`src/rtl/fau_pkg.sv`:
```
package fau_pkg;
  typedef enum logic [1:0] {
    MT_WB    = 2'd0,
    MT_UCX   = 2'd1,
    MT_POISON = 2'd2,
    MT_OTHER = 2'd3
  } mtype_e;

  typedef enum logic [2:0] {
    FLT_NONE   = 3'd0,
    FLT_POISON = 3'd1,
    FLT_UNSUP  = 3'd2,
    FLT_ALIGN  = 3'd3,
    FLT_PERM   = 3'd4
  } fault_e;

  typedef enum logic [1:0] {
    ST_IDLE = 2'd0,
    ST_RD   = 2'd1,
    ST_WR   = 2'd2
  } state_e;
endpackage

```
`src/rtl/fau_fault_chk.sv`:
```
module fau_fault_chk
  import fau_pkg::*;
(
  input  logic [2:0] addr_lo,
  input  logic       size8,
  input  logic       perm_rd,
  input  logic       perm_wr,
  input  mtype_e     mtype,
  output fault_e     fault
);
  logic misaligned;

  assign misaligned = size8 ? (addr_lo != 3'd0) : (addr_lo[1:0] != 2'd0);

  always_comb begin
    if (mtype == MT_POISON)          fault = FLT_POISON;
    else if (mtype == MT_OTHER)      fault = FLT_UNSUP;
    else if (misaligned)             fault = FLT_ALIGN;
    else if (!(perm_rd && perm_wr))  fault = FLT_PERM;
    else                             fault = FLT_NONE;
  end
endmodule

```
`src/rtl/fau_lane_add.sv`:
```
module fau_lane_add #(
  parameter int DATA_W = 64
) (
  input  logic [DATA_W-1:0]   rdata,
  input  logic                size8,
  input  logic                hi_sel,
  input  logic [2:0]          inc_sel,
  output logic [DATA_W-1:0]   old_val,
  output logic [DATA_W-1:0]   wdata,
  output logic [DATA_W/8-1:0] be
);
  localparam int HALF_W = DATA_W / 2;
  localparam int BE_W   = DATA_W / 8;
  localparam int HBE_W  = BE_W / 2;

  logic [7:0]        inc8;
  logic [DATA_W-1:0] inc_ext;
  logic [DATA_W-1:0] sum;
  logic [HALF_W-1:0] half;

  always_comb begin
    case (inc_sel)
      3'd0:    inc8 = 8'hF0;
      3'd1:    inc8 = 8'hF8;
      3'd2:    inc8 = 8'hFC;
      3'd3:    inc8 = 8'hFF;
      3'd4:    inc8 = 8'h01;
      3'd5:    inc8 = 8'h04;
      3'd6:    inc8 = 8'h08;
      default: inc8 = 8'h10;
    endcase
  end

  assign inc_ext = {{(DATA_W-8){inc8[7]}}, inc8};
  assign half    = hi_sel ? rdata[DATA_W-1:HALF_W] : rdata[HALF_W-1:0];
  assign old_val = size8 ? rdata : {{HALF_W{1'b0}}, half};
  assign sum     = old_val + inc_ext;
  assign wdata   = size8 ? sum : {sum[HALF_W-1:0], sum[HALF_W-1:0]};
  assign be      = size8 ? {BE_W{1'b1}}
                 : (hi_sel ? {{HBE_W{1'b1}}, {HBE_W{1'b0}}}
                           : {{HBE_W{1'b0}}, {HBE_W{1'b1}}});
endmodule

```
`src/rtl/fetch_add_unit.sv`:
```
module fetch_add_unit
  import fau_pkg::*;
#(
  parameter int ADDR_W = 16
) (
  input  logic              clk,
  input  logic              rst,
  input  logic              cmd_valid,
  output logic              cmd_ready,
  input  logic [ADDR_W-1:0] cmd_addr,
  input  logic              cmd_size8,
  input  logic [2:0]        cmd_inc_sel,
  input  logic              cmd_release,
  input  logic              cmd_perm_rd,
  input  logic              cmd_perm_wr,
  input  logic [1:0]        cmd_mtype,
  output logic              mem_req,
  output logic              mem_we,
  output logic              mem_lock,
  output logic [ADDR_W-4:0] mem_word_addr,
  output logic [63:0]       mem_wdata,
  output logic [7:0]        mem_be,
  input  logic [63:0]       mem_rdata,
  output logic              rsp_valid,
  output logic [2:0]        rsp_fault,
  output logic [63:0]       rsp_data,
  output logic              rsp_poison,
  output logic              rsp_release
);
  localparam int DATA_W  = 64;
  localparam int BE_W    = DATA_W / 8;
  localparam int WORD_AW = ADDR_W - 3;

  state_e              state;
  logic [WORD_AW-1:0]  q_word;
  logic                q_hi;
  logic                q_size8;
  logic [2:0]          q_inc;
  logic                q_rel;
  fault_e              chk_fault;
  fault_e              rsp_fault_q;
  logic [DATA_W-1:0]   lane_old;
  logic [DATA_W-1:0]   lane_wdata;
  logic [BE_W-1:0]     lane_be;

  fau_fault_chk u_chk (
    .addr_lo (cmd_addr[2:0]),
    .size8   (cmd_size8),
    .perm_rd (cmd_perm_rd),
    .perm_wr (cmd_perm_wr),
    .mtype   (mtype_e'(cmd_mtype)),
    .fault   (chk_fault)
  );

  fau_lane_add #(.DATA_W(DATA_W)) u_lane (
    .rdata   (mem_rdata),
    .size8   (q_size8),
    .hi_sel  (q_hi),
    .inc_sel (q_inc),
    .old_val (lane_old),
    .wdata   (lane_wdata),
    .be      (lane_be)
  );

  always_ff @(posedge clk) begin
    if (rst) begin
      state       <= ST_IDLE;
      q_word      <= '0;
      q_hi        <= 1'b0;
      q_size8     <= 1'b0;
      q_inc       <= '0;
      q_rel       <= 1'b0;
      rsp_valid   <= 1'b0;
      rsp_fault_q <= FLT_NONE;
      rsp_data    <= '0;
      rsp_release <= 1'b0;
    end else begin
      rsp_valid <= 1'b0;
      case (state)
        ST_IDLE: begin
          if (cmd_valid) begin
            q_word  <= cmd_addr[ADDR_W-1:3];
            q_hi    <= cmd_addr[2];
            q_size8 <= cmd_size8;
            q_inc   <= cmd_inc_sel;
            q_rel   <= cmd_release;
            if (chk_fault != FLT_NONE) begin
              rsp_valid   <= 1'b1;
              rsp_fault_q <= chk_fault;
              rsp_data    <= '0;
              rsp_release <= cmd_release;
            end else begin
              state <= ST_RD;
            end
          end
        end
        ST_RD: state <= ST_WR;
        ST_WR: begin
          state       <= ST_IDLE;
          rsp_valid   <= 1'b1;
          rsp_fault_q <= FLT_NONE;
          rsp_data    <= lane_old;
          rsp_release <= q_rel;
        end
        default: state <= ST_IDLE;
      endcase
    end
  end

  assign cmd_ready     = (state == ST_IDLE);
  assign mem_req       = (state == ST_RD) || (state == ST_WR);
  assign mem_we        = (state == ST_WR);
  assign mem_lock      = mem_req;
  assign mem_word_addr = q_word;
  assign mem_wdata     = mem_we ? lane_wdata : '0;
  assign mem_be        = mem_we ? lane_be : '0;
  assign rsp_fault     = rsp_fault_q;
  assign rsp_poison    = 1'b0;
endmodule

```
`config.mk`:
```
export PLATFORM = sky130hd
export DESIGN_NAME = fetch_add_unit
export DESIGN_NICKNAME = d
export VERILOG_FILES = /design/src/rtl/fau_pkg.sv /design/src/rtl/fau_fault_chk.sv /design/src/rtl/fau_lane_add.sv /design/src/rtl/fetch_add_unit.sv
export SDC_FILE = /design/constraint.sdc
export NUM_CORES = 1
export LEC_CHECK = 0
export BUFFER_PORTS_ARGS = -buffer_cell sky130_fd_sc_hd__buf_2
export CAP_MARGIN = 0
export CELL_PAD_IN_SITES_DETAIL_PLACEMENT = 1
export CELL_PAD_IN_SITES_GLOBAL_PLACEMENT = 2
export CORE_UTILIZATION = 31
export DETAILED_ROUTE_END_ITERATION = 8
export PLACE_DENSITY_LB_ADDON = 0.1
export SLEW_MARGIN = 20
export SYNTH_ARGS = -nofsm -noshare
export SYNTH_HDL_FRONTEND = slang
export SYNTH_SLANG_ARGS = --single-unit
export TNS_END_PERCENT = 50
```
`constraint.sdc`:
```
create_clock -name clk -period 8.8 [get_ports clk]
set_input_delay 0.44 -clock clk [delete_from_list [all_inputs] [get_ports clk]]
set_output_delay 0.44 -clock clk [all_outputs]
set_load 0.02 [all_outputs]
```
==> results.md, run 1 <==
- Final Setup Violations: 0
- H-tree depth: 3
- TritonCTS clock tree: yes
- Status: finished clean
- Crit-path cells: nand2b_4 > nand2_1 > nand2_1 > ha_1 > fa_1 > a211oi_1 > o21bai_1 > nand4_1 > o211ai_1 > a31o_2 > a41o_1 > a21o_1 > a21oi_1 > xnor2_1 > a211oi_1 > buf_2
- Pin count of the biggest net entering global routing: a little over 90
- Post-synth ARST share: 0%
- CP arrival: roughly 5.4 ns
- Final Wtd Congestion: between 0.9 and 1
- Mapped Nets: roughly 1,400
- Area of the multi-input gates: between 6000 and 7000 um2
- PwrDens: about 120 nW/um2
- Nature of the critical path endpoint: output pin
- EDFF count, synth: 0
- Register area share after synthesis: between 10% and 20%
- Max clock buf depth: 2
- Initial antenna violation count: 2
- Drt drc: 0
- Overall routing resource usage: between 20 and 30%
- Register bit total from synthesis: 90
- Post-route setup slack: 2.93 ns
- Initial Util: 31.5%
- Root Buffer: clkbuf_16
- Worst Max-Slew Pin Slew: 1.01 ns
- Setup CP Type: reg2out
- Max Transition Viols Final: 0
- Vias per cell: 5.81
- Area growth, synth to finish: 18.5%
- Syn Area/Cell: 6.76 um2
- Ant. Diodes: 0
- CTS sink cnt: 90
- Slowest CP cell: nand2b_4
- Fmax achieved: approximately 0.17 GHz
- Dpl ws: between 3 and 4 ns
- Clk slew on worst S/H paths: ~0.07 ns
- Die Ht: 173 um
- WL/cell: 24.0 um
- Max IR drop VDD: 0.0000820 V
- Leakage power: 0.00463 uW
- Synth Instances: around 1,300
- Vias: between 10,000 and 15,000
- Placement Rows: between 60 and 70
- Width of the die: 173 um
- Worst Hold Class: in2reg
- Top post-synthesis cells by area: dfxtp_1 20%, nand2_1 8.4%, a21oi_1 7.9%
- Layout cells sized above 1: between 20% and 30%
- Final TNS setup: 0 ns
- Drt total wl: 45.2 mm
- Distinct cells, synth: 77
- FF/Latch Area: roughly 1800 um2
- DR iter-0 viols: roughly 810
- Slew margin rel.: 32.9%
- Commonest cells after routing, fill and taps aside: 248 x buf_2, 201 x nand2_1, 148 x nor2_1
- Req. time, crit path: 8.36 ns
- Post-CTS Hold Fix Bufs: 0
- Synth warnings: 0
- Final #Nets: between 1,500 and 2,000
- Total CTS buffers: 9
- Crit-path max cell delay: about 0.54 ns
- Cell taking the most area after synthesis: dfxtp_1
- Clk Latency, worst-skew pair: 0.37 ns
- Post-synthesis cell area: 9030 um2
- Final Cycle Share: about two thirds
- RSZ-0062 raised after global routing: false
- Fillers: 3,771
- Ys flop type: dfxtp_1
- Total gr overflow: 0
- Final Hold Vio Count: 0
- Startpoint Class: register
- Die area: roughly 30,000 um2
- Max-cap violations: 0
- Post-DRT Antenna Nets: 0
- Vias in the first global route: about 11,000
- Core area: ~29,000 um2
- First-pass GRT wire length: 68.0 mm
- WP buf/inv: 1
- IO Pins: around 250
- Crit-path max FO: between 50 and 60
- Commonest non-fill, non-tap cell in the layout: buf_2
- Yosys top cell area share: about a fifth
- CP top delay family: compound AO/OA/AOI/OAI gates
- Post-CTS resize count: 0
- HPWL Detailed: 34.4 mm
- Setup Fix Bufs, Post-CTS: 0
- Number of port buffers: about 250
- Pre-antenna DRT Iters: 5
- Clock Skews: 0.0142 ns
- Minimum clock period: ~6 ns
-- area by class of cell --
| class | count | area share (%) |
|---|---|---|
| clock buffers | 10 | 2.14 |
| well taps | 384 | 4.49 |
| multi-input cells | 1115 | 62.7 |
| inverters | 13 | 0.456 |
| clock inverters | 6 | 0.608 |
| repair buffers | 265 | 12.8 |
| flip-flops and latches | 90 | 16.9 |
-- tightest hold or removal path, cell delays in order --
cell and delay [ns]:
buf_2 0.09, nand2_1 0.04, a21oi_1 0.05
-- per-stage QoR --
stage	power [uW]	hold slack, ns	cells	area [um2]	util (%)
detailed placement	894	0.442	1867	10400	36.3
CTS	1300	0.301	1883	10700	37.3
global route	1360	0.311	1883	10700	37.3
finish	1300	0.302	1883	10700	37.3
floorplan	734	0.436	1337	9030	-
global placement	893	0.436	1867	10400	36.3
-- metal layers --
metal	share of wire, %	wire length [um]	track usage, %	vias to the layer above
met5	0.027	12	0	-
met4	2.7	1210	9.18	2
met3	6.3	2860	5.23	58
met2	45	20300	46.9	413
met1	46	20800	41.2	5371
li1	-	-	-	5095
-- final timing paths --
kind                           from                 to  slack (ns)  depth (start not counted)
setup / recovery               q_hi      mem_wdata[46]        2.93                         16
hold / removal         cmd_addr[13]  mem_word_addr[10]        0.30                          3
setup reg to reg           state[1]       rsp_data[17]        5.53                          9
hold reg to reg   mem_word_addr[10]  mem_word_addr[10]        0.45                          2
-- state kept, by name, indices dropped and copies added, names as in the netlist --
name and count:
q_inc 3, rsp_fault 3, state 2, rsp_valid 1
q_hi 1, q_size8 1, q_rel 1, rsp_data 64
mem_word_addr 13, rsp_release 1
-- report_power, final --
part	switching, uW	total (uW)	internal [uW]
Combinational	318	471	153
Clock	182	404	222
Sequential	8.40	422	413
Total	509	1300	788
-- logic make-up after synthesis --
kind of cell / after synthesis / share of synthesized area (%)
adder cells (fa/ha/maj): 13 / 1.88
AO/OA/AOI/OAI: 349 / 24.7
buffers and inverters: 132 / 6.23
other: 1 / 0.0415
multiplexers: 74 / 8.71
flip-flops: 90 / 19.9
AND/OR/NAND/NOR: 593 / 30.3
XOR/XNOR: 85 / 8.24
-- synth_stat cells (all sizes together), types with 7 or more instances --
cell type	number
nand2	202
nor2	149
a21oi	143
dfxtp	90
clkbuf	84
nand3	82
xnor2	63
mux2i	52
o21ai	50
buf	35
nor3	35
nor4	26
mux2	22
xor2	22
or3	21
a2bb2oi	19
and2	17
a21o	15
o22ai	14
a211oi	13
a31oi	12
ha	12
inv	12
and3	11
nand4	10
o21a	8
o211ai	7
o31ai	7
No activity file was read; power rests on OpenSTA's default activity.
==> inputs of run 2 (changes only) <==
--- a/config.mk
+++ b/config.mk
@@ -5,11 +5,12 @@
 export SDC_FILE = /design/constraint.sdc
 export NUM_CORES = 1
 export LEC_CHECK = 0
+export ABC_AREA = 1
 export BUFFER_PORTS_ARGS = -buffer_cell sky130_fd_sc_hd__buf_2
 export CAP_MARGIN = 0
 export CELL_PAD_IN_SITES_DETAIL_PLACEMENT = 1
 export CELL_PAD_IN_SITES_GLOBAL_PLACEMENT = 2
-export CORE_UTILIZATION = 31
+export CORE_UTILIZATION = 24
 export DETAILED_ROUTE_END_ITERATION = 8
 export PLACE_DENSITY_LB_ADDON = 0.1
 export SLEW_MARGIN = 20
==> constraint.sdc (replaced) <==
create_clock -name clk -period 5.1 [get_ports clk]
set_input_delay 0.255 -clock clk [delete_from_list [all_inputs] [get_ports clk]]
set_output_delay 0.255 -clock clk [all_outputs]
set_load 0.02 [all_outputs]
==> results.md, run 2 <==
- Max-cap violations: 0
- Crit-path max FO: 44
- Post-CTS Hold Fix Bufs: 0
- Yosys top cell area share: around 23%
- Ant. Diodes: 0
- Die Ht: approximately 210 um
- H-tree depth: 3
- P_sw: about 2000 uW
- Core area: 43,300 um2
- Clock power frac: a little under a fifth
- FF-to-FF End: rsp_data[21]
- Max IR drop VDD: 0.000246 V
- Layout cells sized above 1: 17.3%
- Final Cycle Share: roughly 90%
- Final Setup Violations: 0
- Final TNS setup: 0 ns
- Fmax achieved: approximately 0.22 GHz
- EDFF count, synth: 0
- Non-filler cells, final: 2,804
- Final Wtd Congestion: roughly 0.93
- GRT busiest layer: met2
- Overall routing resource usage: 27.0%
- Largest family of logic cells by synthesized area: simple AND/OR/NAND/NOR gates
- Internal power: roughly 1800 uW
- Post-DRT Antenna Nets: 0
- Commonest non-fill, non-tap cell in the layout: nand2_1
- Post-synth ARST share: 0%
- Reg-to-Reg Start: state[0]
- Most frequent cell after synthesis: nand2_1
- Post-synthesis xor/xnor area fraction: between 1 and 1.5%
- FF-to-FF setup slack: ~2.3 ns
- Post-synthesis cell area: 10,600 um2
- Synth Instances: ~2,000
- Post-synthesis compound-gate area fraction: between 10 and 15%
- Max Transition Viols Final: 0
- Top post-synthesis cells by area: nand2_1 23%, dfxtp_1 17%, nand3_1 11%
- Initial antenna violation count: 2
- PwrDens: between 300 and 400 nW/um2
- Max reg flops: 64
- Distinct cells, synth: 45
- Vias: about 14,000
- Hold path startpoint: rst
- Leakage power: 0.00736 uW
- Slew margin rel.: between 30% and 40%
- Top reg by flops: rsp_data
- Startpoint Class: register
- HPWL Detailed: approximately 52 mm
- CP startpoint: q_inc[2]
- Status: finished clean
- Cell taking the most area after synthesis: nand2_1
- Met1 GRT Util: 37.5%
- Worst setup path endpoint: mem_wdata[35]
- Post-route setup slack: 0.487 ns
- Setup CP Type: reg2out
- First-pass GRT wire length: approximately 88 mm
- Synth warnings: 0
- DR iter-0 viols: 810
- Initial Util: roughly a quarter
- Max clock buf depth: 2
- Grt met2 use: between 40% and 50%
- Worst Max-Slew Pin Slew: 0.984 ns
- Sw Ratio: a little over half
- Minimum clock period: 4.61 ns
- Clk slew on worst S/H paths: 0.07 ns
- Req. time, crit path: roughly 4.9 ns
- CTS sink cnt: 90
- Syn Area/Cell: 5.22 um2
- Adder-cell share of the synthesized area: under 10%
- Clk Latency, worst-skew pair: between 0.3 and 0.4 ns
- Die area: approximately 45,000 um2
- Setup Fix Bufs, Post-CTS: 0
- Final #Nets: about 2,300
- Register bit total from synthesis: 90
- Total gr overflow: 0
- Pre-antenna DRT Iters: 5
- Final Hold Vio Count: 0
- Number of port buffers: roughly 250
- IO Pins: roughly 250
- Commonest cells after routing, fill and taps aside: 634 x nand2_1, 293 x inv_1, 249 x buf_2
- Area growth, synth to finish: 18.4%
- Post-CTS resize count: 0
- Cell count after placement: 2,788
- CP arrival: about 4.4 ns
- Dpl ws: roughly 0.94 ns
- Synth top cells by count: 634 x nand2_1, 295 x inv_1, 241 x nand3_1
- Grt met3 use: under 10%
- Worst R2R Path Depth: 11
- RSZ-0062 raised after global routing: false
- Ys flop type: dfxtp_1
- Post-synthesis simple-gate area fraction: just under 50%
- Mux cell area share after synthesis: less than 1%
- Vias in the first global route: 13,700
- Register area share after synthesis: approximately 17%
- Width of the die: roughly 210 um
- Root Buffer: clkbuf_16
- Mapped Nets: about 2,100
- Pin count of the biggest net entering global routing: 74
- Nature of the critical path endpoint: output pin
- Worst Hold Class: in2reg
- WL/cell: 21.6 um
- Comb power frac: between 60% and 70%
- Share of power burned in registers: between 20% and 30%
- Clock Skews: between 0.01 and 0.015 ns
- Total CTS buffers: 9
- TritonCTS clock tree: yes
- Placement Rows: 76
- Drt drc: 0
- Drt total wl: 60.5 mm
- Vias per cell: 4.85
run 2: cell types whose count changed in the layout (fill, tap and decap cells not counted), moves of 19 or more:
| cell | delta |
|---|---|
| mux2_2 | -20 |
| nor4_1 | -23 |
| nand2_1 | +433 |
| nor2_1 | +62 |
| nor3_1 | -22 |
| o21ai_0 | +70 |
| a2bb2oi_1 | -19 |
| nand2_2 | +37 |
| nor2_2 | +25 |
| nand3_1 | +159 |
| inv_1 | +281 |
| or3_1 | -21 |
| mux2i_1 | -44 |
| xnor2_1 | -54 |
run 2: critical path: stages, from the launching register on:
cell and delay [ns]:
dfxtp_2 0.41, buf_4 0.46, nand2_1 0.11, ha_1 0.58, nand2_1 0.14, o211ai_1 0.71, nand3_1 0.15, nand2_1 0.16
nand2_1 0.07, nand2_1 0.12, nand2_1 0.09, nand2_2 0.10, nand2_1 0.08, nor2_1 0.10, nor2_1 0.08, nor2_1 0.10
nor2_1 0.05, nor2_1 0.25, buf_2 0.23
run 2: cell type report:
cell class	count	area, um2
inverters	309	1160
clock inverters	7	73.8
well taps	585	732
fillers	5936	30800
flip-flops and latches	90	1800
clock buffers	9	225
repair buffers	267	1380
multi-input cells	1537	7130
run 2: layer usage:
layer	up-vias	wire length, um
met3	49	2290
met1	6497	29100
met5	-	21
li1	6743	-
met2	308	27500
met4	4	1480
run 2: cell families (layout without fill, tap and decap cells):
group	Yosys count	count (layout)
AO/OA/AOI/OAI	287	287
XOR/XNOR	17	17
adder cells (fa/ha/maj)	13	13
buffers and inverters	395	592
flip-flops	90	90
multiplexers	5	5
other	1	1
AND/OR/NAND/NOR	1214	1214
run 2: worst min-delay path by stage:
stage | end | cells past startpoint
2_1_floorplan | rsp_fault[0] | 1
3_3_place_gp | mem_word_addr[12] | 2
3_5_place_dp | mem_word_addr[12] | 2
4_1_cts | rsp_fault[0] | 2
5_1_grt | rsp_valid | 2
6_report | state[0] | 2
run 2: power by group through the flow:
stage          sequential [uW]  clock, uW  combinational (uW)
3_5_place_dp               837          0                2260
5_1_grt                    832        736                2490
6_report                   821        691                2270
4_1_cts                    823        714                2270
2_1_floorplan              914          0                1370
3_3_place_gp               835          0                2250
run 2: metrics by stage:
stage          hold WS, ns  utilization, %  cell area [um2]  power, uW
3_3_place_gp         0.460            28.2            12200       3090
4_1_cts              0.114            28.9            12500       3800
2_1_floorplan        0.324               -            10600       2290
3_5_place_dp         0.466            28.2            12200       3100
6_report             0.128            28.9            12500       3780
5_1_grt              0.131            28.9            12500       4060
